### src/rtl/bitserial_mul.sv
module bitserial_mul #(
  parameter int W = 32
) (
  input  logic         clk,
  input  logic         rst_n,
  input  logic         en,
  input  logic         op_high,
  input  logic [1:0]   sign_mode,
  input  logic [W-1:0] opa,
  input  logic [W-1:0] opb,
  output logic [W+1:0] add_x,
  output logic [W+1:0] add_y,
  input  logic [W+1:0] add_sum,
  output logic         valid,
  output logic [W-1:0] result
);

  localparam int CW = $clog2(W + 1);

  logic          busy;
  logic [CW-1:0] cnt;
  logic [W:0]    acc;
  logic [W-1:0]  lo;
  logic [W-1:0]  a_sh;

  logic [CW-1:0] step;
  logic [W-1:0]  lo_cur;
  logic [W-1:0]  a_cur;
  logic          bit_cur;
  logic          sa;
  logic          neg_row;
  logic [W:0]    row;
  logic [W:0]    biased;
  logic          fix_step;
  logic          fix_bit;
  logic          low_done;

  assign step     = busy ? cnt : '0;
  assign lo_cur   = busy ? lo : opb;
  assign a_cur    = busy ? a_sh : opa;
  assign bit_cur  = lo_cur[0];
  assign sa       = sign_mode[0] & opa[W-1];
  assign row      = bit_cur ? {sa, opa} : '0;
  // last row carries negative weight when B is signed: invert, fix the missing +1 later
  assign neg_row  = sign_mode[1] && (step == CW'(W - 1));
  assign biased   = neg_row ? {row[W], ~row[W-1:0]} : {~row[W], row[W-1:0]};
  assign fix_step = busy && (cnt == CW'(W));
  assign fix_bit  = sign_mode[1] & lo[W-1];
  assign low_done = (lo_cur[W-1:1] == '0);

  assign add_x = busy ? {1'b0, acc} : '0;

  always_comb begin
    if (op_high) begin
      if (fix_step) add_y = {{W{1'b0}}, fix_bit, ~fix_bit};
      else          add_y = {1'b0, biased};
    end else begin
      add_y = bit_cur ? {2'b00, a_cur} : '0;
    end
  end

  assign valid  = en & (op_high ? fix_step : low_done);
  assign result = add_sum[W-1:0];

  always_ff @(posedge clk or negedge rst_n) begin
    if (!rst_n) begin
      busy <= 1'b0;
      cnt  <= '0;
      acc  <= '0;
      lo   <= '0;
      a_sh <= '0;
    end else if (!en || valid) begin
      busy <= 1'b0;
      cnt  <= '0;
    end else begin
      busy <= 1'b1;
      cnt  <= step + CW'(1);
      if (op_high) begin
        acc <= add_sum[W+1:1];
        lo  <= {add_sum[0], lo_cur[W-1:1]};
      end else begin
        acc  <= {1'b0, add_sum[W-1:0]};
        lo   <= {1'b0, lo_cur[W-1:1]};
        a_sh <= {a_cur[W-2:0], 1'b0};
      end
    end
  end

  p_idle_after_valid_r7: assert property (@(posedge clk) disable iff (!rst_n)
    valid |=> !busy);

  p_high_single_pulse_r7: assert property (@(posedge clk) disable iff (!rst_n)
    (valid && op_high) |=> !valid);

  p_abort_to_idle_r8: assert property (@(posedge clk) disable iff (!rst_n)
    !en |=> (!busy && cnt == '0));

  p_zero_b_done_r5: assert property (@(posedge clk) disable iff (!rst_n)
    (en && !busy && !op_high && opb == '0) |-> (valid && result == '0));

  p_unit_b_gives_a_r1: assert property (@(posedge clk) disable iff (!rst_n)
    (en && !busy && !op_high && opb == W'(1)) |-> (valid && result == opa));

  p_high_done_busy_r4: assert property (@(posedge clk) disable iff (!rst_n)
    (valid && op_high) |-> (busy && $past(busy)));

  p_step_bound_r4: assert property (@(posedge clk) disable iff (!rst_n)
    busy |-> (cnt <= CW'(W)));

endmodule

### config.mk
export PLATFORM = sky130hd
export DESIGN_NAME = bitserial_mul
export DESIGN_NICKNAME = d
export VERILOG_FILES = /design/src/rtl/bitserial_mul.sv
export SDC_FILE = /design/constraint.sdc
export NUM_CORES = 1
export LEC_CHECK = 0
export ABC_AREA = 0
export BUFFER_PORTS_ARGS = -buffer_cell sky130_fd_sc_hd__buf_2
export CORE_MARGIN = 1.5
export CORE_UTILIZATION = 55
export DETAILED_ROUTE_END_ITERATION = 8
export PLACE_DENSITY = 0.9
export SLEW_MARGIN = 20
export SYNTH_ARGS = -nofsm -noshare
export SYNTH_HDL_FRONTEND = slang
export SYNTH_SLANG_ARGS = --single-unit
### constraint.sdc
create_clock -name clk -period 6.88 [get_ports clk]
set_clock_uncertainty 0.2 [all_clocks]
set_input_delay 1.376 -clock clk [delete_from_list [all_inputs] [get_ports clk]]
set_output_delay 1.376 -clock clk [all_outputs]
set_load 0.02 [all_outputs]
Word level (Yosys, flattened, before mapping) --
Cells that the tools add are included.
Word-level totals: output and inout port bits 101, flip-flop bits (word level) 103
Cells by class: bitwise gates (word level) 8, multiplexer cells 14, equality and inequality tests 2, $add $sub $neg 1, reductions and logical operators 6
Operators by type and width (number):
- 33-bit two-way mux | 5
- 32-bit two-way mux | 4
- 34-bit two-way mux | 1
- 32-bit inverter | 1
- 31-bit logical NOT | 1
- 6-bit two-way mux | 2
- 6-bit by 1-bit adder with 6-bit output, second input constant | 1
- 6-bit by 5-bit equality test with 1-bit output, second input constant | 1
- 6-bit equality test, second input constant | 1
- 1-bit inverter | 4
- 1-bit bitwise AND | 3
- 1-bit logical AND | 2
- 1-bit two-way mux | 2
- 2-bit AND reduction | 1
- 1-bit logical NOT | 1
- 1-bit logical OR | 1

Depth between registers and ports, before layout --
Gate-level depths: netlist of run 1.
depth in word-level cells 7, gate-level depth with buffers 12, gate-level depth less buffers 7

Worst setup path after synthesis of run 1 --
OpenSTA, ideal clock, no wires.
path kind reg-to-output, start point register busy, end point output add_y[10], data required time 5304 ps, arrival time 2621 ps, buffers on the path 5, slack 2683 ps, cell stages (with the launch flop) 13, cell sequence dfrtp_1 buf_2 clkbuf_1 clkbuf_1 clkbuf_1 and2_1 ha_1 nand3_1 nor2_1 nor3_1 clkbuf_1 a21oi_1 o2bb2ai_1
Between the ends: longest elaborated chain between the ends 6
RTL lines:
- start: declaration | line 20 | logic busy;
- start signal: assignment | line 67 | busy <= 1'b0;
- start signal: assignment | line 73 | busy <= 1'b0;
- start signal: assignment | line 76 | busy <= 1'b1;
- 6-bit two-way mux or 32-bit two-way mux (tied branches) | line 38, 39
- 6-bit by 5-bit equality test with 1-bit output or 33-bit two-way mux (tied branches) | line 45, 43
- 1-bit logical AND or 32-bit inverter (tied branches) | line 45, 46
- 33-bit two-way mux | line 46 | assign biased = neg_row ? {row[W], ~row[W-1:0]} : {~row[W], row[W-1:0]};
- 33-bit two-way mux | line 55 | if (fix_step) add_y = {{W{1'b0}}, fix_bit, ~fix_bit};
- 34-bit two-way mux (*) | line 54 | if (op_high) begin
- end: declaration | line 12 | output logic [W+1:0] add_y,
Every way passes the cells marked *; elsewhere a longest branch is shown, timed or not.

Worst setup path in the final report of run 1 --
start point register busy, end point output valid
Between the ends: longest elaborated chain between the ends 4
RTL lines:
- 32-bit two-way mux | line 39 | assign lo_cur = busy ? lo : opb;
- 31-bit logical NOT | line 49 | assign low_done = (lo_cur[W-1:1] == '0);
- 1-bit two-way mux (*) | line 62 | assign valid = en & (op_high ? fix_step : low_done);
- 1-bit bitwise AND (*) | line 62
- end: declaration | line 14 | output logic valid,
Marks and branches as above.

==> results of run 1 <==
[worst min path at each step]
| stage | from | to | slack (ns) | depth (start not counted) |
|---|---|---|---|---|
| 2_1_floorplan | acc[32]$_DFFE_PN0N_ | acc[32]$_DFFE_PN0N_ | 0.27 | 1 |
| 3_3_place_gp | acc[32]$_DFFE_PN0N_ | acc[32]$_DFFE_PN0N_ | 0.28 | 1 |
| 3_5_place_dp | acc[23]$_DFFE_PN0N_ | acc[23]$_DFFE_PN0N_ | 0.29 | 1 |
| 4_1_cts | acc[23]$_DFFE_PN0N_ | acc[23]$_DFFE_PN0N_ | 0.31 | 1 |
| 5_1_grt | acc[24]$_DFFE_PN0N_ | acc[24]$_DFFE_PN0N_ | 0.33 | 1 |
| 6_report | acc[1]$_DFFE_PN0N_ | acc[1]$_DFFE_PN0N_ | 0.31 | 1 |
[placed cells by master (no fill, tap or decap), drive strengths merged, types with 4 or more instances in the layout]
cell,count
buf,211
dfrtp,103
and2,68
mux2,65
mux2i,62
nor2,39
nand2,36
inv,36
a221o,32
a21oi,31
o2bb2ai,30
nor4,15
clkbuf,10
nor3,6
nand3,5
xor2,5
nand4,4
[cell type report]
class                           instances  area, um2  area share [%]
Antenna cell                            1       2.50          0.0334
Clock buffer                           10        229            3.05
Clock inverter                          6       50.0           0.667
Inverter                               33        124            1.65
Multi-Input combinational cell        420       3230            43.1
Sequential cell                       103       2580            34.4
Tap cell                              143        179            2.39
Timing Repair Buffer                  211       1100            14.7
[sequential cells by signal, summed over array words and instances, names as in the netlist]
signal,flops
acc,33
busy,1
a_sh,31
cnt,6
lo,32
[layer usage]
metal  part of all wire, %  global-route usage [%]  vias to the layer above
met5                     0                       0                        -
met3                   5.1                    3.23                       21
met4                   1.7                    7.69                        0
met1                    43                    33.1                     2537
li1                      -                       -                     2500
met2                    50                    42.6                      179
[stage by stage]
stage	setup WS [ns]	cells
floorplan	2.68	636
global placement	2.10	909
detailed placement	2.08	909
CTS	1.97	925
global route	1.76	927
finish	1.98	927
[worst max-delay path, delay by kind of cell, from the launching register on]
| kind | cells | cell delay (ns) |
|---|---|---|
| flops | 1 | 1.02 |
| buf+inv | 2 | 0.71 |
| compound gates | 2 | 0.60 |
| mux | 1 | 0.42 |
| simple gates | 1 | 0.23 |
[power by group]
group / total, mW / switching, mW / internal, mW
clock network: 0.490 / 0.239 / 0.251
registers: 0.791 / 0.0782 / 0.713
logic: 0.465 / 0.260 / 0.205
[kinds of logic after synthesis]
kind of cell	count (synthesis)	synth area share, %
adder cells (fa/ha/maj)	1	0.196
XOR/XNOR	7	0.961
other	1	0.0588
flip-flops	103	40.4
AND/OR/NAND/NOR	180	14.7
buffers and inverters	113	9.59
multiplexers	127	21.2
AO/OA/AOI/OAI	103	12.9
[synth_stat cells (all sizes together), types with 5 or more instances]
cell type and count:
dfrtp 103, and2 68, mux2 65, mux2i 62
buf 52, nor2 39, nand2 36, inv 33
a221o 32, a21oi 31, o2bb2ai 30, clkbuf 28
nor4 15, nor3 6, nand3 5, xor2 5
==> flow_metrics.py, run 1 <==
metrics = {
    "placed_design": {
        "dp_hpwl_um": 10500,
        "gp_congestion": 0.823,
        "post_dp_cell_area_mm2": 0.00719,
        "io_buffers": 202,
    },
    "worst_setup_path": {
        "worstSetupEndpoint": "valid",
        "cpMaxStageDelayCell": "dfrtp_4",
        "cp.arrival_ns": 3.33,
        "required_ns": 5.30,
        "slowest_delay_ns": 1.02,
        "critical_path_peak_fanout": 79,
        "startpoint": "busy$_DFF_PN0_",
        "rr_endpoint": "lo[10]$_DFFE_PN0N_",
        "ff2ff_setup_slack_ns": 2.90,
        "path_cells": "buf_4 -> mux2_1 -> a2111o_1 -> nor2_1 -> o21a_1 -> buf_2",
        "critPathKind": "flip-flop to primary output",
        "reg2reg_from": "busy$_DFF_PN0_",
        "crit_path_end_kind": "primary output",
        "start_kind": "flip-flop",
        "r2r_cells": 6,
    },
    "clock_network": {
        "cts_setup_buffers": 0,
        "numCtsBuffers": 9,
        "clock-sinks": 103,
        "clockBufferDepth": 2,
        "clk_latency_ns": 0.34,
        "htreeDepth": 3,
        "ctsHoldBuffers": 0,
        "cts_resized": 0,
        "cts-root-buf": "clkbuf_16",
        "cts_tree": "done",
        "clk_pin_slew_ns": 0.07,
    },
    "timing": {
        "fin_crit_sh_pct": 71.2,
        "max_freq_mhz": 204,
        "finalCriticalPeriod_ns": 4.90,
        "finalMaxSlewViolations": 0,
        "whs_ns": 0.310,
        "setup_tns_ns": 0,
        "max_slew.worst_pin.slew_ns": 0.936,
        "relSlewSlack_pct": 37.6,
        "setup_violations": 0,
        "hold_viol": 0,
        "rsz0062_at_grt": "false",
    },
    "synth": {
        "synth.distinct_cells": 39,
        "syn_inst": 635,
        "synth.avg_cell_area_um2": 10.1,
        "yosys.area.top_type": "dfrtp_1",
        "synth_area_mm2": 0.00638,
        "synthTopCellsByArea": "dfrtp_1, mux2i_1, mux2_2",
        "synth_edf_count": 0,
        "yosysSeqAreaShare_pct": 40.4,
        "ys_seq_elements": 103,
        "yosys_warnings": 0,
        "synth_top_cell_area_share_pct": 40.4,
        "async_flop_share_pct": 100,
        "ys.flop_type": "dfrtp_1",
    },
    "die": {
        "ioPinCount": 205,
        "die-area_mm2": 0.0123,
        "num_rows": 39,
        "core_mm2": 0.0114,
        "start_util_pct": 56.1,
        "fp.dieH_um": 111,
        "die_w_um": 111,
    },
    "global_routing": {
        "grt_pass1_vias": 5166,
        "grt.total_usage_pct": 24.9,
        "grt_pass1_wl_um": 25300,
        "grt_max_degree": 80,
        "grt_overflow": 0,
        "antenna_found_initial": 1,
    },
    "cells_and_area": {
        "fillerInstances": 882,
        "final_util_pct": 66.0,
        "finalInstanceArea_mm2": 0.00750,
        "drive_gt1_share_pct": 35.4,
        "syn_to_final_growth_pct": 17.5,
        "final_nets": 883,
    },
    "job": {
        "maxCapViolCount": 0,
    },
    "drt": {
        "drtPass1Iterations": 4,
        "viasPerCell": 5.65,
        "drtIter0Drc": 319,
        "drc_errors": 0,
        "routedWlPerCell_um": 16.6,
        "ant_nets": 0,
        "vias": 5237,
        "routed_wl_um": 15400,
    },
    "pwr": {
        "vdd_drop_max_mv": 0.130,
        "powerDensity_mw_per_mm2": 233,
        "p_leak_nw": 3.65,
        "p_total_mw": 1.75,
    },
    "min_path": {
        "min_path_type": "flip-flop to flip-flop",
    },
    "run_status": {
        "outcome": "finished clean",
    },
}
Power figures use the tool's default switching activity.
==> run 2: changes to the inputs <==
--- a/config.mk
+++ b/config.mk
@@ -5,12 +5,12 @@
 export SDC_FILE = /design/constraint.sdc
 export NUM_CORES = 1
 export LEC_CHECK = 0
-export ABC_AREA = 0
+export ABC_AREA = 1
 export BUFFER_PORTS_ARGS = -buffer_cell sky130_fd_sc_hd__buf_2
 export CORE_MARGIN = 1.5
-export CORE_UTILIZATION = 55
+export CORE_UTILIZATION = 48
 export DETAILED_ROUTE_END_ITERATION = 8
-export PLACE_DENSITY = 0.9
+export PLACE_DENSITY = 0.83
 export SLEW_MARGIN = 20
 export SYNTH_ARGS = -nofsm -noshare
 export SYNTH_HDL_FRONTEND = slang
==> constraint.sdc (replaced) <==
create_clock -name clk -period 4.34 [get_ports clk]
set_clock_uncertainty 0.2 [all_clocks]
set_input_delay 0.868 -clock clk [delete_from_list [all_inputs] [get_ports clk]]
set_output_delay 0.868 -clock clk [all_outputs]
set_load 0.02 [all_outputs]
==> flow_metrics.py, run 2 <==
metrics = {
    "timing": {
        "relSlewSlack_pct": 45.2,
        "setup_tns_ns": 0,
        "finalCriticalPeriod_ns": 4.11,
        "hold_viol": 0,
        "finalMaxSlewViolations": 0,
        "rsz0062_at_grt": "false",
        "max_slew.worst_pin.slew_ns": 0.822,
        "max_freq_mhz": 244,
        "setup_violations": 0,
        "fin_crit_sh_pct": 94.6,
    },
    "pwr": {
        "vdd_drop_max_mv": 0.196,
        "switching_share_pct": 32.1,
        "p_leak_nw": 4.85,
        "power.internal_mw": 1.75,
        "power_frac_seq_pct": 44.1,
        "pwr-share-clk_pct": 31.3,
        "p_sw_mw": 0.829,
        "power.combinational.fraction_pct": 24.6,
        "powerDensity_mw_per_mm2": 327,
    },
    "worst_setup_path": {
        "required_ns": 3.27,
        "cp.arrival_ns": 3.04,
        "critPathKind": "flip-flop to primary output",
        "crit_path_end_kind": "primary output",
        "start_kind": "flip-flop",
        "critical_path_peak_fanout": 65,
    },
    "global_routing": {
        "grt_pass1_vias": 6083,
        "grt_overflow": 0,
        "grt_max_degree": 70,
        "antenna_found_initial": 0,
        "grt_pass1_wl_um": 27300,
        "grt.total_usage_pct": 22.8,
    },
    "synth": {
        "synth.avg_cell_area_um2": 6.39,
        "synth_fa_ha_area_share_pct": 0.183,
        "synth_most_common_cell": "nand2_1",
        "synth_area_mm2": 0.00682,
        "yosys.area.top_type": "dfrtp_1",
        "synth_top_family_by_area": "simple AND/OR/NAND/NOR gates",
        "ys_seq_elements": 103,
        "synth_top_cell_area_share_pct": 37.8,
        "syn_inst": 1067,
        "synth-compound-area-share_pct": 8.07,
        "ys.flop_type": "dfrtp_1",
        "muxShareOfSynthArea_pct": 0,
        "synthTopCellsByArea": "dfrtp_1, nand2_1, inv_1",
        "yosysSeqAreaShare_pct": 37.8,
        "yosys_warnings": 0,
        "synth.distinct_cells": 29,
        "synthSimpleGateAreaFrac_pct": 33.7,
        "synth_edf_count": 0,
        "yosys-top-cells-count": "nand2_1, inv_1, dfrtp_1, o21ai_0, o21ai_1",
        "synth_xor_area_share_pct": 3.85,
        "async_flop_share_pct": 100,
    },
    "clock_network": {
        "cts_setup_buffers": 0,
        "ctsHoldBuffers": 0,
        "numCtsBuffers": 9,
        "clock-sinks": 103,
        "clk_latency_ns": 0.34,
        "clockBufferDepth": 2,
        "cts-root-buf": "clkbuf_16",
        "clk_pin_slew_ns": 0.07,
        "cts_tree": "done",
        "htreeDepth": 3,
    },
    "cells_and_area": {
        "layout_commonest_cell": "nand2_1",
        "regMostFlops": "acc",
        "layout_common_cells": "nand2_1, buf_2, inv_1",
        "final_nets": 1307,
        "largest_reg_flops": 33,
        "largestRegisters": "acc (33), lo (32), a_sh (31)",
        "syn_to_final_growth_pct": 15.8,
        "n_antenna_cell": 0,
        "fillerInstances": 1340,
        "drive_gt1_share_pct": 19.9,
        "finalInstanceArea_mm2": 0.00790,
    },
    "placed_design": {
        "dp_hpwl_um": 11700,
        "gp_congestion": 0.820,
        "io_buffers": 202,
        "post_dp_cell_area_mm2": 0.00757,
    },
    "drt": {
        "drtIter0Drc": 458,
        "wl_met2_um": 7520,
        "ant_nets": 0,
        "drtPass1Iterations": 5,
        "routed_wl_um": 16500,
        "routedWlPerCell_um": 11.9,
        "wl_met1_um": 7550,
        "drc_errors": 0,
        "met3WireLength_um": 1150,
        "top_layer_used": "met4",
        "vias": 6685,
        "viasPerCell": 4.82,
    },
    "run_status": {
        "outcome": "finished clean",
    },
    "die": {
        "die_w_um": 122,
        "core_mm2": 0.0139,
        "fp.dieH_um": 122,
        "num_rows": 43,
        "start_util_pct": 49.1,
        "die-area_mm2": 0.0149,
        "ioPinCount": 205,
    },
    "job": {
        "maxCapViolCount": 0,
    },
    "min_path": {
        "min_path_type": "flip-flop to flip-flop",
    },
}
-- run 2: power groups by stage --
stage	logic [mW]	clock network, mW	registers [mW]
CTS	0.637	0.830	1.14
global placement	0.621	0	1.15
finish	0.634	0.809	1.14
floorplan	0.464	0	1.13
detailed placement	0.634	0	1.15
global route	0.723	0.869	1.15
-- run 2: logic make-up after synthesis --
| group | after synthesis |
|---|---|
| and+or+nand+nor | 600 |
| buffers and inverters | 224 |
| AOI/OAI and AO/OA | 108 |
| DFF | 103 |
| xor gates and xnor gates | 30 |
| adders and majority gates | 1 |
| other | 1 |
-- run 2: cell type report --
| type | count | area (um2) | share of cell area, % |
|---|---|---|---|
| clock buffers | 10 | 239 | 3.03 |
| clock inverters | 6 | 60.1 | 0.760 |
| inverters | 133 | 503 | 6.37 |
| multi-input cells | 741 | 3150 | 39.9 |
| flip-flops and latches | 103 | 2580 | 32.7 |
| well taps | 180 | 225 | 2.85 |
| repair buffers | 214 | 1140 | 14.4 |
-- run 2: worst paths after layout --
path / cells past startpoint / start / end / slack (ns)
max in group asynchronous: 2 / rst_n / a_sh[5]$_DFFE_PN0P_ / 2.76
worst min register to register: 2 / acc[22]$_DFFE_PN0N_ / acc[22]$_DFFE_PN0N_ / 0.28
min in group asynchronous: 1 / rst_n / lo[15]$_DFFE_PN0N_ / 0.36
worst max-delay path: 11 / busy$_DFF_PN0_ / valid / 0.23
worst max register to register: 11 / busy$_DFF_PN0_ / lo[3]$_DFFE_PN0N_ / 0.85
worst min-delay path: 2 / acc[22]$_DFFE_PN0N_ / acc[22]$_DFFE_PN0N_ / 0.28
-- run 2: repair_timing --
action,in CTS,in global routing
endpoints found under the setup margin,0,33
resized for setup,0,4
hold endpoints to repair,0,0
-- run 2: metrics by stage --
stage | util [%] | setup slack (ns) | hold slack (ns) | instances | power, mW
finish | 56.9 | 0.234 | 0.281 | 1387 | 2.58
global route | 56.9 | 0.00553 | 0.296 | 1387 | 2.75
CTS | 56.7 | 0.0290 | 0.283 | 1387 | 2.60
detailed placement | 54.6 | 0.408 | 0.266 | 1371 | 1.79
global placement | 54.6 | 0.476 | 0.262 | 1371 | 1.77
floorplan | - | 1.06 | 0.246 | 1068 | 1.60
-- run 2: per-layer routing --
| metal | vias up | global-route usage, % |
|---|---|---|
| met3 | 17 | 3.00 |
| met1 | 2984 | 30.3 |
| met2 | 280 | 38.5 |
| li1 | 3404 | - |
| met5 | - | 0 |
| met4 | 0 | 7.99 |
-- run 2: critical path: stages, from the launching register on --
cell and delay [ns]:
dfrtp_4 0.63, buf_6 0.31, buf_6 0.43, nand2_1 0.12
nand2_1 0.11, nand2_1 0.06, nor2_1 0.12, nand2_1 0.07
nor2_1 0.10, nand2_1 0.12, a21boi_0 0.34, buf_2 0.24
